==> src/rtl/ecc_pkg.sv <==
package ecc_pkg;

  // Outcome of comparing stored and computed check codes.
  typedef enum logic [1:0] {
    SYN_CLEAN = 2'd0,
    SYN_DATA1 = 2'd1,
    SYN_CODE1 = 2'd2,
    SYN_MULTI = 2'd3
  } syn_kind_e;

  // Number of words in a page for a size selection and bus width.
  function automatic int unsigned words_in_page(input int unsigned base_bytes,
                                                input logic [1:0]  sel,
                                                input logic        wide);
    int unsigned bytes;
    bytes = base_bytes << sel;
    return wide ? (bytes >> 1) : bytes;
  endfunction

endpackage

==> src/rtl/ecc_word_counter.sv <==
module ecc_word_counter #(
  parameter int AW = 12
) (
  input  logic          clk,
  input  logic          rst_n,
  input  logic          start_i,
  input  logic          valid_i,
  input  logic [AW:0]   page_words_i,
  output logic [AW-1:0] addr_o,
  output logic          take_o,
  output logic          last_o,
  output logic          busy_o
);

  logic [AW-1:0] cnt_q;
  logic          busy_q;
  logic [AW:0]   last_idx;

  assign last_idx = page_words_i - {{AW{1'b0}}, 1'b1};
  assign take_o   = valid_i & busy_q & ~start_i;
  assign last_o   = take_o & ({1'b0, cnt_q} == last_idx);
  assign addr_o   = cnt_q;
  assign busy_o   = busy_q;

  always_ff @(posedge clk or negedge rst_n) begin
    if (!rst_n) begin
      cnt_q  <= '0;
      busy_q <= 1'b0;
    end else if (start_i) begin
      cnt_q  <= '0;
      busy_q <= 1'b1;
    end else if (take_o) begin
      if (last_o) begin
        busy_q <= 1'b0;
        cnt_q  <= '0;
      end else begin
        cnt_q  <= cnt_q + 1'b1;
      end
    end
  end

endmodule

==> src/rtl/ecc_parity_accum.sv <==
module ecc_parity_accum #(
  parameter int AW = 12,
  parameter int CW = 4,
  parameter int DW = 16,
  localparam int ECC_W = 1 + 2 * CW + 2 * AW
) (
  input  logic             clk,
  input  logic             rst_n,
  input  logic             clear_i,
  input  logic             take_i,
  input  logic [AW-1:0]    addr_i,
  input  logic [DW-1:0]    data_i,
  output logic [ECC_W-1:0] ecc_q_o,
  output logic [ECC_W-1:0] ecc_next_o
);

  // Column masks: bit b of mask j is bit j of the index b.
  logic [DW-1:0] col_mask [CW];

  for (genvar j = 0; j < CW; j++) begin : g_mask
    for (genvar b = 0; b < DW; b++) begin : g_bit
      assign col_mask[j][b] = ((b >> j) & 1) != 0;
    end
  end

  logic [ECC_W-1:0] acc_q;
  logic [ECC_W-1:0] folded;
  logic             word_par;

  assign word_par = ^data_i;

  always_comb begin
    folded = acc_q;
    for (int k = 0; k < AW; k++) begin
      folded[AW + k] = acc_q[AW + k] ^ (word_par & addr_i[k]);
      folded[k]      = acc_q[k]      ^ (word_par & ~addr_i[k]);
    end
    for (int j = 0; j < CW; j++) begin
      folded[2*AW + CW + j] = acc_q[2*AW + CW + j] ^ (^(data_i & col_mask[j]));
      folded[2*AW + j]      = acc_q[2*AW + j]      ^ (^(data_i & ~col_mask[j]));
    end
    folded[ECC_W-1] = acc_q[ECC_W-1] ^ word_par;
  end

  assign ecc_next_o = take_i ? folded : acc_q;
  assign ecc_q_o    = acc_q;

  always_ff @(posedge clk or negedge rst_n) begin
    if (!rst_n)       acc_q <= '0;
    else if (clear_i) acc_q <= '0;
    else if (take_i)  acc_q <= folded;
  end

endmodule

==> src/rtl/ecc_syndrome_decoder.sv <==
module ecc_syndrome_decoder
  import ecc_pkg::*;
#(
  parameter int AW = 12,
  parameter int CW = 4,
  localparam int ECC_W = 1 + 2 * CW + 2 * AW
) (
  input  logic [ECC_W-1:0] syn_i,
  output syn_kind_e        kind_o,
  output logic [AW-1:0]    word_o,
  output logic [CW-1:0]    bit_o
);

  logic [AW-1:0] row_split;
  logic [CW-1:0] col_split;
  logic          all_split;
  logic          single_set;

  // A lone data-bit flip touches exactly one member of every pair.
  for (genvar k = 0; k < AW; k++) begin : g_row
    assign row_split[k] = syn_i[AW + k] ^ syn_i[k];
  end
  for (genvar j = 0; j < CW; j++) begin : g_col
    assign col_split[j] = syn_i[2*AW + CW + j] ^ syn_i[2*AW + j];
  end

  assign all_split  = (&row_split) & (&col_split) & syn_i[ECC_W-1];
  assign single_set = ($countones(syn_i) == 1);
  assign word_o     = syn_i[2*AW-1:AW];
  assign bit_o      = syn_i[2*AW+2*CW-1:2*AW+CW];

  always_comb begin
    if (syn_i == '0)     kind_o = SYN_CLEAN;
    else if (single_set) kind_o = SYN_CODE1;
    else if (all_split)  kind_o = SYN_DATA1;
    else                 kind_o = SYN_MULTI;
  end

endmodule

==> src/rtl/nand_ecc_engine.sv <==
module nand_ecc_engine
  import ecc_pkg::*;
#(
  parameter int BASE_BYTES = 512,
  parameter int DW         = 16,
  localparam int AW        = $clog2(BASE_BYTES) + 3,
  localparam int CW        = $clog2(DW),
  localparam int NW        = DW / 2,
  localparam int ECC_W     = 1 + 2 * CW + 2 * AW
) (
  input  logic             clk,
  input  logic             rst_n,
  input  logic             start_i,
  input  logic             bus16_i,
  input  logic [1:0]       page_sel_i,
  input  logic [DW-1:0]    data_i,
  input  logic             valid_i,
  input  logic [ECC_W-1:0] ecc_stored_i,
  output logic [ECC_W-1:0] ecc_calc_o,
  output logic             rpt_valid_o,
  output logic             err_o,
  output logic             correctable_o,
  output logic             ecc_fault_o,
  output logic             loc_valid_o,
  output logic [AW-1:0]    err_word_o,
  output logic [CW-1:0]    err_bit_o
);

  // Page configuration captured at start.
  logic       bus16_q;
  logic [1:0] sel_q;

  always_ff @(posedge clk or negedge rst_n) begin
    if (!rst_n) begin
      bus16_q <= 1'b0;
      sel_q   <= '0;
    end else if (start_i) begin
      bus16_q <= bus16_i;
      sel_q   <= page_sel_i;
    end
  end

  // Named internal events, also watched by the checker.
  logic [AW:0]      page_words_w;
  logic [AW-1:0]    word_cnt_w;
  logic             take_w;
  logic             last_word_w;
  logic             busy_w;
  logic [DW-1:0]    data_m;
  logic [ECC_W-1:0] ecc_q;
  logic [ECC_W-1:0] ecc_next;
  logic [ECC_W-1:0] syn_w;
  syn_kind_e        kind_w;
  logic [AW-1:0]    syn_word;
  logic [CW-1:0]    syn_bit;

  assign page_words_w = (AW+1)'(words_in_page(BASE_BYTES, sel_q, bus16_q));
  assign data_m       = bus16_q ? data_i : {{(DW-NW){1'b0}}, data_i[NW-1:0]};

  ecc_word_counter #(.AW(AW)) u_cnt (
    .clk          (clk),
    .rst_n        (rst_n),
    .start_i      (start_i),
    .valid_i      (valid_i),
    .page_words_i (page_words_w),
    .addr_o       (word_cnt_w),
    .take_o       (take_w),
    .last_o       (last_word_w),
    .busy_o       (busy_w)
  );

  ecc_parity_accum #(.AW(AW), .CW(CW), .DW(DW)) u_acc (
    .clk        (clk),
    .rst_n      (rst_n),
    .clear_i    (start_i),
    .take_i     (take_w),
    .addr_i     (word_cnt_w),
    .data_i     (data_m),
    .ecc_q_o    (ecc_q),
    .ecc_next_o (ecc_next)
  );

  assign syn_w = ecc_next ^ ecc_stored_i;

  ecc_syndrome_decoder #(.AW(AW), .CW(CW)) u_dec (
    .syn_i  (syn_w),
    .kind_o (kind_w),
    .word_o (syn_word),
    .bit_o  (syn_bit)
  );

  // Report registers: loaded at the last word, cleared by start.
  always_ff @(posedge clk or negedge rst_n) begin
    if (!rst_n) begin
      rpt_valid_o   <= 1'b0;
      err_o         <= 1'b0;
      correctable_o <= 1'b0;
      ecc_fault_o   <= 1'b0;
      loc_valid_o   <= 1'b0;
      err_word_o    <= '0;
      err_bit_o     <= '0;
    end else if (start_i) begin
      rpt_valid_o   <= 1'b0;
      err_o         <= 1'b0;
      correctable_o <= 1'b0;
      ecc_fault_o   <= 1'b0;
      loc_valid_o   <= 1'b0;
      err_word_o    <= '0;
      err_bit_o     <= '0;
    end else if (last_word_w) begin
      rpt_valid_o   <= 1'b1;
      err_o         <= (kind_w != SYN_CLEAN);
      correctable_o <= (kind_w == SYN_DATA1) || (kind_w == SYN_CODE1);
      ecc_fault_o   <= (kind_w == SYN_CODE1);
      loc_valid_o   <= (kind_w == SYN_DATA1);
      err_word_o    <= (kind_w == SYN_DATA1) ? syn_word : '0;
      err_bit_o     <= (kind_w == SYN_DATA1) ? syn_bit  : '0;
    end
  end

  assign ecc_calc_o = ecc_q;

endmodule

==> config.mk <==
export PLATFORM = sky130hd
export DESIGN_NAME = nand_ecc_engine
export DESIGN_NICKNAME = d
export VERILOG_FILES = /design/src/rtl/ecc_pkg.sv /design/src/rtl/ecc_word_counter.sv /design/src/rtl/ecc_parity_accum.sv /design/src/rtl/ecc_syndrome_decoder.sv /design/src/rtl/nand_ecc_engine.sv
export SDC_FILE = /design/constraint.sdc
export NUM_CORES = 1
export LEC_CHECK = 0
export CAP_MARGIN = 20
export CORE_MARGIN = 1
export CORE_UTILIZATION = 47
export DETAILED_ROUTE_END_ITERATION = 12
export GPL_TIMING_DRIVEN = 0
export PLACE_DENSITY = 0.73
export SLEW_MARGIN = 20
export SYNTH_ARGS = -nofsm -noshare
export SYNTH_HDL_FRONTEND = slang
export SYNTH_SLANG_ARGS = --single-unit
==> constraint.sdc <==
create_clock -name clk -period 18 [get_ports clk]
set_input_delay 2.7 -clock clk [delete_from_list [all_inputs] [get_ports clk]]
set_output_delay 2.7 -clock clk [all_outputs]
set_load 0.02 [all_outputs]
; ---- After elaboration in Yosys (flattened, before gate mapping)
; Cells that the tools add are included.
[op_classes]
n_mux = 29
n_reduce_logical = 17
bitwise = 92
shift = 1
n_addsub = 34
eq_ne = 4
[ops]
columns = cell, count
row1 = 32-bit adder, 15
row2 = 16-bit parity, 9
row3 = 12-bit 2-to-1 mux, 6
row4 = 33-bit 2-to-1 mux, 2
row5 = 1-bit XOR, 49
row6 = 33-bit logical NOT, 1
row7 = 33-bit XOR, 1
row8 = 1-bit by 1-bit adder with 2-bit output, 16
row9 = 32-bit by 1-bit adder with 32-bit output, 1
row10 = "32-bit by 2-bit == test with 1-bit output, second input constant", 1
row11 = 1-bit AND, 29
row12 = 16-bit 2-to-1 mux, 1
row13 = "10-bit by 2-bit left shift with 14-bit output, first input constant", 1
row14 = 12-bit by 13-bit == test with 1-bit output, 1
row15 = 1-bit 2-to-1 mux, 13
row16 = 13-bit 2-to-1 mux, 1
row17 = 1-bit inverter, 13
row18 = "13-bit by 1-bit subtractor with 13-bit output, second input constant", 1
row19 = "12-bit by 1-bit adder with 12-bit output, second input constant", 1
row20 = 4-bit 2-to-1 mux, 3
row21 = 12-bit AND reduction, 1
row22 = 2-bit 2-to-1 mux, 3
row23 = 2-bit nonzero test, 3
row24 = 4-bit AND reduction, 1
row25 = 4 further kinds, 4
[totals]
word_cells = 189
regBits = 70
input_bits = 56
output_inout_bits = 54

; ---- Longest topological paths before layout
; Gate-level depths: netlist of the first run.
[depth]
ltp_word = 19
depth_mapped = 35
depth_no_buf = 34

; ---- Modules after synthesis
; A second synthesis of the first run with hierarchy kept.
[hier_totals]
hier_cells = 596
area_unflattened_um2 = 5840.6
[by_module_without_submodules]
columns = mod, seq_area_each_um2, instances, area_per_inst_um2, cells_each
row1 = ecc_parity_accum, 825.8, 1, 2203.4, 226
row2 = nand_ecc_engine, 600.6, 1, 1392.6, 119
row3 = ecc_syndrome_decoder, 0.0, 1, 1122.3, 127
row4 = ecc_word_counter, 325.3, 1, 1122.3, 124

; ---- Worst setup path after synthesis of the first run
; No wires, ideal clock.
[synth_path]
path_type = input -> register
start = input port data_i[3]
end = register err_word_o[4]
t_required_ps = 17864
arrival_time_ps = 10071
path_stages = 32
path_slack_ps = 7793
cell_sequence = xnor3_2 > xor3_2 > xor3_2 > buf_6 > or3_4 > xor2_2 > xor2_2 > inv_1 > ha_1 > inv_1 > fa_1 > inv_1 > fa_1 > inv_1 > fa_1 > fa_1 > fa_1 > inv_1 > ha_1 > inv_1 > fa_1 > a2111oi_0 > a21oi_1 > nor4b_1 > nor3_1 > nand4_1 > nor4_2 > a41o_1 > ha_1 > nand2_1 > clkbuf_1 > o21ai_0
[synth_between]
elab_chain_cells = 19
word_cells_on_any_way = 120
classes_between = 30 x add/sub / 2 x eq/ne / 8 x mux / 72 x bitwise / 8 x reduce/logical
[synth_rtl]
columns = item, line
row1 = from (decl), nand_ecc_engine.sv:16  ; input logic [DW-1:0] data_i,
row2 = 16-bit 2-to-1 mux (*), nand_ecc_engine.sv:58  ; assign data_m = bus16_q ? data_i : {{(DW-NW){1'b0}}, data_i[NW-1:0]};
row3 = 16-bit parity, ecc_parity_accum.sv:30  ; assign word_par = ^data_i;
row4 = "1-bit AND, on equally long branches", "ecc_parity_accum.sv:36, ecc_parity_accum.sv:35"
row5 = "1-bit XOR, on equally long branches", "ecc_parity_accum.sv:36, ecc_parity_accum.sv:35"
row6 = 33-bit 2-to-1 mux (*), --
row7 = 33-bit XOR (*), nand_ecc_engine.sv:83  ; assign syn_w = ecc_next ^ ecc_stored_i;
row8 = 1-bit by 1-bit adder with 2-bit output (not written as such), ecc_syndrome_decoder.sv:28  ; assign single_set = ($countones(syn_i) == 1);
row9 = 32-bit adder (not written as such) (4 in series), ecc_syndrome_decoder.sv:28
row10 = 32-bit by 1-bit adder with 32-bit output (not written as such), ecc_syndrome_decoder.sv:28
row11 = 32-bit by 2-bit == test with 1-bit output, ecc_syndrome_decoder.sv:28
row12 = 2-bit 2-to-1 mux, ecc_syndrome_decoder.sv:34  ; else if (single_set) kind_o = SYN_CODE1;
row13 = 2-bit 2-to-1 mux, ecc_syndrome_decoder.sv:33  ; if (syn_i == '0) kind_o = SYN_CLEAN;
row14 = 2-bit by 1-bit == test with 1-bit output, nand_ecc_engine.sv:116  ; err_word_o <= (kind_w == SYN_DATA1) ? syn_word : '0;
row15 = 12-bit 2-to-1 mux (*), nand_ecc_engine.sv:116
row16 = 12-bit 2-to-1 mux (*), nand_ecc_engine.sv:110  ; end else if (last_word_w) begin
row17 = 12-bit 2-to-1 mux (*), nand_ecc_engine.sv:102  ; end else if (start_i) begin
row18 = to (signal assigned), nand_ecc_engine.sv:116
row19 = to (decl), nand_ecc_engine.sv:25  ; output logic [AW-1:0] err_word_o,
; Every way passes the cells marked *; elsewhere a longest branch is shown, timed or not. The select of a mux whose other input is x is not followed.
; A chain may end at the register's enable or synchronous reset.

; ---- Final worst setup path of the first run
; Same ends and word-level chain as after synthesis.

==> results of run 1 <==
==> how the worst min path moves through the flow <==
stage	from	endpoint	slack [ns]	cells after the start
after floorplan	u_cnt.addr_o[6]	u_cnt.addr_o[6]	0.50	2
after global placement	loc_valid_o	loc_valid_o	0.45	2
after detailed placement	loc_valid_o	loc_valid_o	0.46	2
after CTS	loc_valid_o	loc_valid_o	0.48	2
after global routing	err_word_o[0]	err_word_o[0]	0.51	2
final	loc_valid_o	loc_valid_o	0.47	2
==> cells in the mapped netlist (all sizes together) (2+ instances only) <==
cell type | instances | share of area, %
inv | 85 | 5.5
xnor2 | 80 | 14
dfrtp | 70 | 30
nor2 | 56 | 3.7
nand2 | 46 | 3.0
ha | 44 | 9.4
xor2 | 42 | 6.9
o21ai | 33 | 2.8
fa | 27 | 9.3
and3 | 15 | 1.6
nor3 | 14 | 2.2
clkbuf | 11 | 0.71
a21oi | 9 | 0.77
nand4 | 8 | 0.86
xnor3 | 8 | 3.1
nand3 | 7 | 0.60
nand2b | 5 | 0.54
or3 | 4 | 0.51
buf | 3 | 0.39
and2 | 2 | 0.21
mux2 | 2 | 0.39
mux2i | 2 | 0.34
nor4 | 2 | 0.43
or4 | 2 | 0.26
xor3 | 2 | 0.86
==> cell families (layout without fill, tap and decap cells) <==
group,after synthesis,count (layout),share of synthesized area (%)
DFF,70,70,29.98
and+or+nand+nor,165,165,14.41
adders and majority gates,71,71,18.67
muxes,4,4,0.7280
xor gates and xnor gates,132,132,24.50
buffers and inverters,99,224,6.552
AOI/OAI and AO/OA,53,53,5.161
==> tightest hold or removal path, delay by kind of cell (launching register included) <==
family	cells	cell delay, ns
flip-flops	1	0.34
AND/OR/NAND/NOR	2	0.10
==> where the power goes <==
part,switching [µW],internal (µW),leakage [µW],total (µW)
clock,71.9,108,0.000140,179
combinational,633,539,0.00233,1170
sequential,9.90,167,0.000957,177
total,715,813,0.00343,1530
==> cell usage in the layout, fill, tap and decap left out, types with 8 or more instances in the layout <==
master	n
dfrtp_1	70
ha_1	44
clkdlybuf4s50_1	107
xnor2_1	69
xor2_1	37
fa_1	27
nand2_1	46
o21ai_0	33
clkbuf_16	9
clkbuf_1	13
nand4_1	8
inv_1	84
xnor2_2	10
and3_1	15
nor2_1	55
a21oi_1	9
==> state kept, by name, summed over array words and instances (netlist names) <==
signal,count
err_word_o,12
u_cnt.addr_o,12
err_bit_o,4
err_o,1
rpt_valid_o,1
correctable_o,1
ecc_fault_o,1
loc_valid_o,1
bus16_q,1
u_acc.ecc_q_o,33
sel_q,2
u_cnt.busy_o,1
==> routing by layer <==
metal	part of all wire, %	wire [µm]	up-vias	track usage, %
li1	-	-	2118	-
met1	40	5955	2225	28.69
met2	53	7882	134	44.63
met3	4.9	728	30	4.782
met4	2.1	320	0	9.474
met5	0	0	-	0
==> final cells by class <==
class / count / share of cell area, %
Buffer: 14 / 0.8563
Clock buffer: 11 / 3.123
Clock inverter: 5 / 0.8059
Inverter: 85 / 4.281
Multi-Input combinational cell: 425 / 49.76
Sequential cell: 70 / 23.51
Tap cell: 168 / 2.821
Timing Repair Buffer: 109 / 14.84
==> stage by stage <==
stage | cell area (µm²) | worst slack [ns]
floorplan | 5843 | 7.793
global placement | 7134 | 6.241
detailed placement | 7159 | 6.105
CTS | 7452 | 6.447
global route | 7452 | 5.999
finish | 7452 | 6.424
==> results.json, run 1 <==
{
  "outcome": "completed",
  "cp_top_family": "adder cells",
  "cts_resized": 0,
  "antenna_found_initial": 0,
  "finalHoldViolCount": 0,
  "reg2reg_slack_ns": 9.11,
  "crit_path_max_fanout": 10,
  "fin_skew_ns": 0.007569,
  "r2r_start": "u_cnt.busy_o",
  "seq_area_frac_synth_pct": 29.98,
  "die_w_um": 113.5,
  "cp-endpoint": "err_word_o[4]",
  "register_area_um2": 1752,
  "grt_start_max_net_pins": 50,
  "vias_per_cell": 5.081,
  "post-route-period-util_pct": 64.31,
  "cp.required_ns": 18.19,
  "grt_use_total_pct": 24.63,
  "holdCritPathClass": "register to register",
  "ant_nets": 0,
  "n_antenna_cell": 0,
  "p_leak_uw": 0.003431,
  "drtIter0Drc": 286,
  "instances_no_fill": 887,
  "rsz0062_at_grt": "no",
  "io_pins": 110,
  "start_util_pct": 48.44,
  "dpl.cell_count": 871,
  "drive_gt1_share_pct": 7.232,
  "cts_tree": "yes",
  "yosysUniqueCellTypes": 51,
  "critPathBufInv": 7,
  "grt_overflow_total": 0,
  "grt_pass1_wl_um": 23790,
  "cts.path.max_buffers": 2,
  "r2r-end": "err_word_o[4]",
  "synthesis.instances": 594,
  "worst_pin_slew_ns": 0.8177,
  "start_kind": "input pin",
  "core_area_um2": 12060,
  "clock_latency_ns": 0.35,
  "htreeDepth": 3,
  "cts_root_buf": "clkbuf_16",
  "grt_pass1_vias": 4685,
  "yosys_warnings": 0,
  "tns_ns": 0,
  "irDropWorstVdd_mv": 0.2013,
  "setup-violations-final": 0,
  "crit_type": "input pin to register",
  "crit_arrival_ns": 11.77,
  "netlist_area_um2": 5843,
  "timing.fmax_ghz": 0.08639,
  "worstRegToRegCells": 30,
  "multiInputGateArea_um2": 3709,
  "die-height_um": 113.5,
  "port_buffers": 108,
  "max_stage_delay_ns": 0.51,
  "synth_nets": 721,
  "powerDensity_nw_per_um2": 205.0,
  "crit_slowest_cell": "clkdlybuf4s50_1",
  "power_uw": 1528,
  "synth_async_sr_flop_share_pct": 100.0,
  "dpl.hpwl_um": 12120,
  "totalWireLength_um": 14890,
  "synth_edf_count": 0,
  "num-nets-final": 841,
  "cts_num_sinks": 70,
  "cpMostUsedCell": "fa_1",
  "wl_per_cell_um": 16.78,
  "fin_crit_ns": 11.58,
  "first_pass_iters": 7,
  "crit_start": "data_i[3]",
  "path_depth": 32,
  "syn_avg_cell_area_um2": 9.837,
  "synth_seq_cells": 70,
  "cts_setup_buffers": 0,
  "max_cap_violations": 0,
  "cp-end-kind": "register",
  "ctsHoldBuffers": 0,
  "gp_congestion": 0.8916,
  "synth_ff_type": "dfrtp_1",
  "worst_hold_slack_ns": 0.4688,
  "max-slew-margin-rel_pct": 45.49,
  "cts_buffers": 9,
  "fillers": 1023,
  "fin_util_pct": 61.78,
  "slew_viol_final": 0,
  "area_growth_syn_to_layout_pct": 27.54,
  "vias": 4507,
  "die_area_um2": 12880,
  "drc_errors": 0,
  "path_clk_slew_ns": 0.05,
  "rows": 40
}
Power figures use the tool's default switching activity.
==> run 2: changes to the inputs <==
--- a/config.mk
+++ b/config.mk
@@ -10,7 +10,7 @@
 export CORE_UTILIZATION = 47
 export DETAILED_ROUTE_END_ITERATION = 12
 export GPL_TIMING_DRIVEN = 0
-export PLACE_DENSITY = 0.73
+export PLACE_DENSITY = 0.76
 export SLEW_MARGIN = 20
 export SYNTH_ARGS = -nofsm -noshare
 export SYNTH_HDL_FRONTEND = slang
==> constraint.sdc (replaced) <==
create_clock -name clk -period 10.2 [get_ports clk]
set_input_delay 1.53 -clock clk [delete_from_list [all_inputs] [get_ports clk]]
set_output_delay 1.53 -clock clk [all_outputs]
set_load 0.02 [all_outputs]
==> results.json, run 2 (synthesis results as in run 1) <==
{
  "die_w_um": 113.5,
  "power_uw": 2867,
  "reg2reg_slack_ns": 1.98,
  "core_area_um2": 12060,
  "totalWireLength_um": 14630,
  "vias": 4464,
  "rows": 40,
  "crit_type": "input pin to register",
  "finalHoldViolCount": 0,
  "dpl.hpwl_um": 12080,
  "worstRegToRegCells": 29,
  "multiInputGateArea_um2": 3756,
  "slew_viol_final": 0,
  "cts_tree": "yes",
  "hold_path_end": "loc_valid_o",
  "max-slew-margin-rel_pct": 46.92,
  "setup-violations-final": 0,
  "crit_arrival_ns": 9.90,
  "drtIter0Drc": 303,
  "holdCritPathClass": "register to register",
  "die_area_um2": 12880,
  "cts.path.max_buffers": 2,
  "register_area_um2": 1752,
  "layout_setup_ws_ns": 0.5113,
  "placed_area_um2": 7159,
  "grt_pass1_vias": 4680,
  "antenna_found_initial": 0,
  "crit_path_max_fanout": 10,
  "htreeDepth": 3,
  "post-route-period-util_pct": 94.99,
  "worst_hold_slack_ns": 0.4627,
  "layout_commonest_cell": "clkdlybuf4s50_1",
  "max_cap_violations": 0,
  "powerDensity_nw_per_um2": 381.0,
  "gp_congestion": 0.8818,
  "p_leak_uw": 0.003459,
  "cp.required_ns": 10.41,
  "design_area_um2": 7525,
  "path_clk_slew_ns": 0.05,
  "outcome": "completed",
  "cts_root_buf": "clkbuf_16",
  "crit_slowest_cell": "clkdlybuf4s50_1",
  "cp-end-kind": "register",
  "worstHoldStart": "loc_valid_o",
  "die-height_um": 113.5,
  "rsz0062_at_grt": "no",
  "start_kind": "input pin",
  "cts_num_sinks": 70,
  "drive_gt1_share_pct": 8.864,
  "irDropWorstVdd_mv": 0.4879,
  "ant_nets": 0,
  "cpMostUsedCell": "fa_1",
  "fillers": 1010,
  "grt_use_total_pct": 24.47,
  "n_antenna_cell": 0,
  "worst_pin_slew_ns": 0.7963,
  "timing.fmax_ghz": 0.1032,
  "num-nets-final": 844,
  "grt_pass1_wl_um": 23630,
  "area_growth_syn_to_layout_pct": 28.78,
  "drc_errors": 0,
  "start_util_pct": 48.44,
  "grt_start_max_net_pins": 50,
  "clock_latency_ns": 0.35,
  "port_buffers": 108,
  "hold_path_depth": 2,
  "dpl_worst_slack_ns": -0.5435,
  "r2r-end": "err_word_o[5]",
  "grt_overflow_total": 0,
  "layout_common_cells": "clkdlybuf4s50_1, inv_1, dfrtp_1",
  "fin_crit_ns": 9.689,
  "largest_reg_flops": 33,
  "max_stage_delay_ns": 0.56,
  "vias_per_cell": 5.016,
  "cts_buffers": 9,
  "first_pass_iters": 5,
  "fin_skew_ns": 0.01154,
  "r2r_start": "u_cnt.busy_o",
  "io_pins": 110,
  "wl_per_cell_um": 16.44,
  "ctsHoldBuffers": 0
}
[run 2: changes by cell type in the layout (fill, tap and decap cells not counted)]
cell / delta
nor4b_4: +1
nor4b_1: -1
clkinv_2: -1
buf_4: +3
clkbuf_2: +1
clkinvlp_4: +1
clkbuf_8: +2
clkbuf_1: -3
xor2_1: -4
nand2_1: -1
nand2_2: +1
bufinv_16: -1
xor2_2: +4
inv_6: +1
[run 2: how the worst max path moves through the flow]
| stage | startpoint | end | cells after the start |
|---|---|---|---|
| floorplan | data_i[3] | err_word_o[4] | 32 |
| global placement | data_i[3] | err_word_o[11] | 32 |
| detailed placement | data_i[7] | err_word_o[9] | 31 |
| CTS | data_i[7] | err_word_o[9] | 32 |
| global route | data_i[3] | err_word_o[5] | 33 |
| finish | data_i[7] | err_word_o[5] | 31 |
[run 2: timing repair]
action,in CTS,in global routing
gates resized for setup,2,7
hold endpoints to repair,0,0
buffers inserted,0,3
endpoints found under the setup margin,10,15
pin swaps,0,2
[run 2: layout make-up]
type	instances	share of cell area [%]
Tap cell	168	2.793
Buffer	14	0.8646
Multi-Input combinational cell	425	49.92
Inverter	85	4.240
Clock inverter	5	0.5487
Clock buffer	11	3.359
Timing Repair Buffer	112	15.00
Sequential cell	70	23.28
[run 2: per-layer routing]
layer	vias to the layer above	GRT usage, %	wire [µm]
met1	2184	30.18	6053
met4	0	9.561	340
met2	133	43.09	7619
li1	2121	-	-
met3	26	3.719	615
met5	-	0	0
[run 2: per-stage QoR]
| step | util (%) | TNS (ns) | cells |
|---|---|---|---|
| after floorplan | - | 0 | 594 |
| after global placement | 59.15 | -3.312 | 870 |
| after detailed placement | 59.36 | -6.525 | 871 |
| after CTS | 61.91 | 0 | 887 |
| after global routing | 62.39 | 0 | 890 |
| final | 62.39 | 0 | 890 |
[run 2: power breakdown]
part	internal [µW]	switching (µW)
clock network	179	128
logic	1040	1200
registers	294	17.8
total	1520	1350
[run 2: worst max-delay path: cells and delay by family]
kind | cells | cell delay (ns)
buf+inv | 7 | 1.24
simple gates | 6 | 0.95
fa+ha+maj | 9 | 3.44
xor+xnor | 5 | 1.87
compound gates | 4 | 0.87
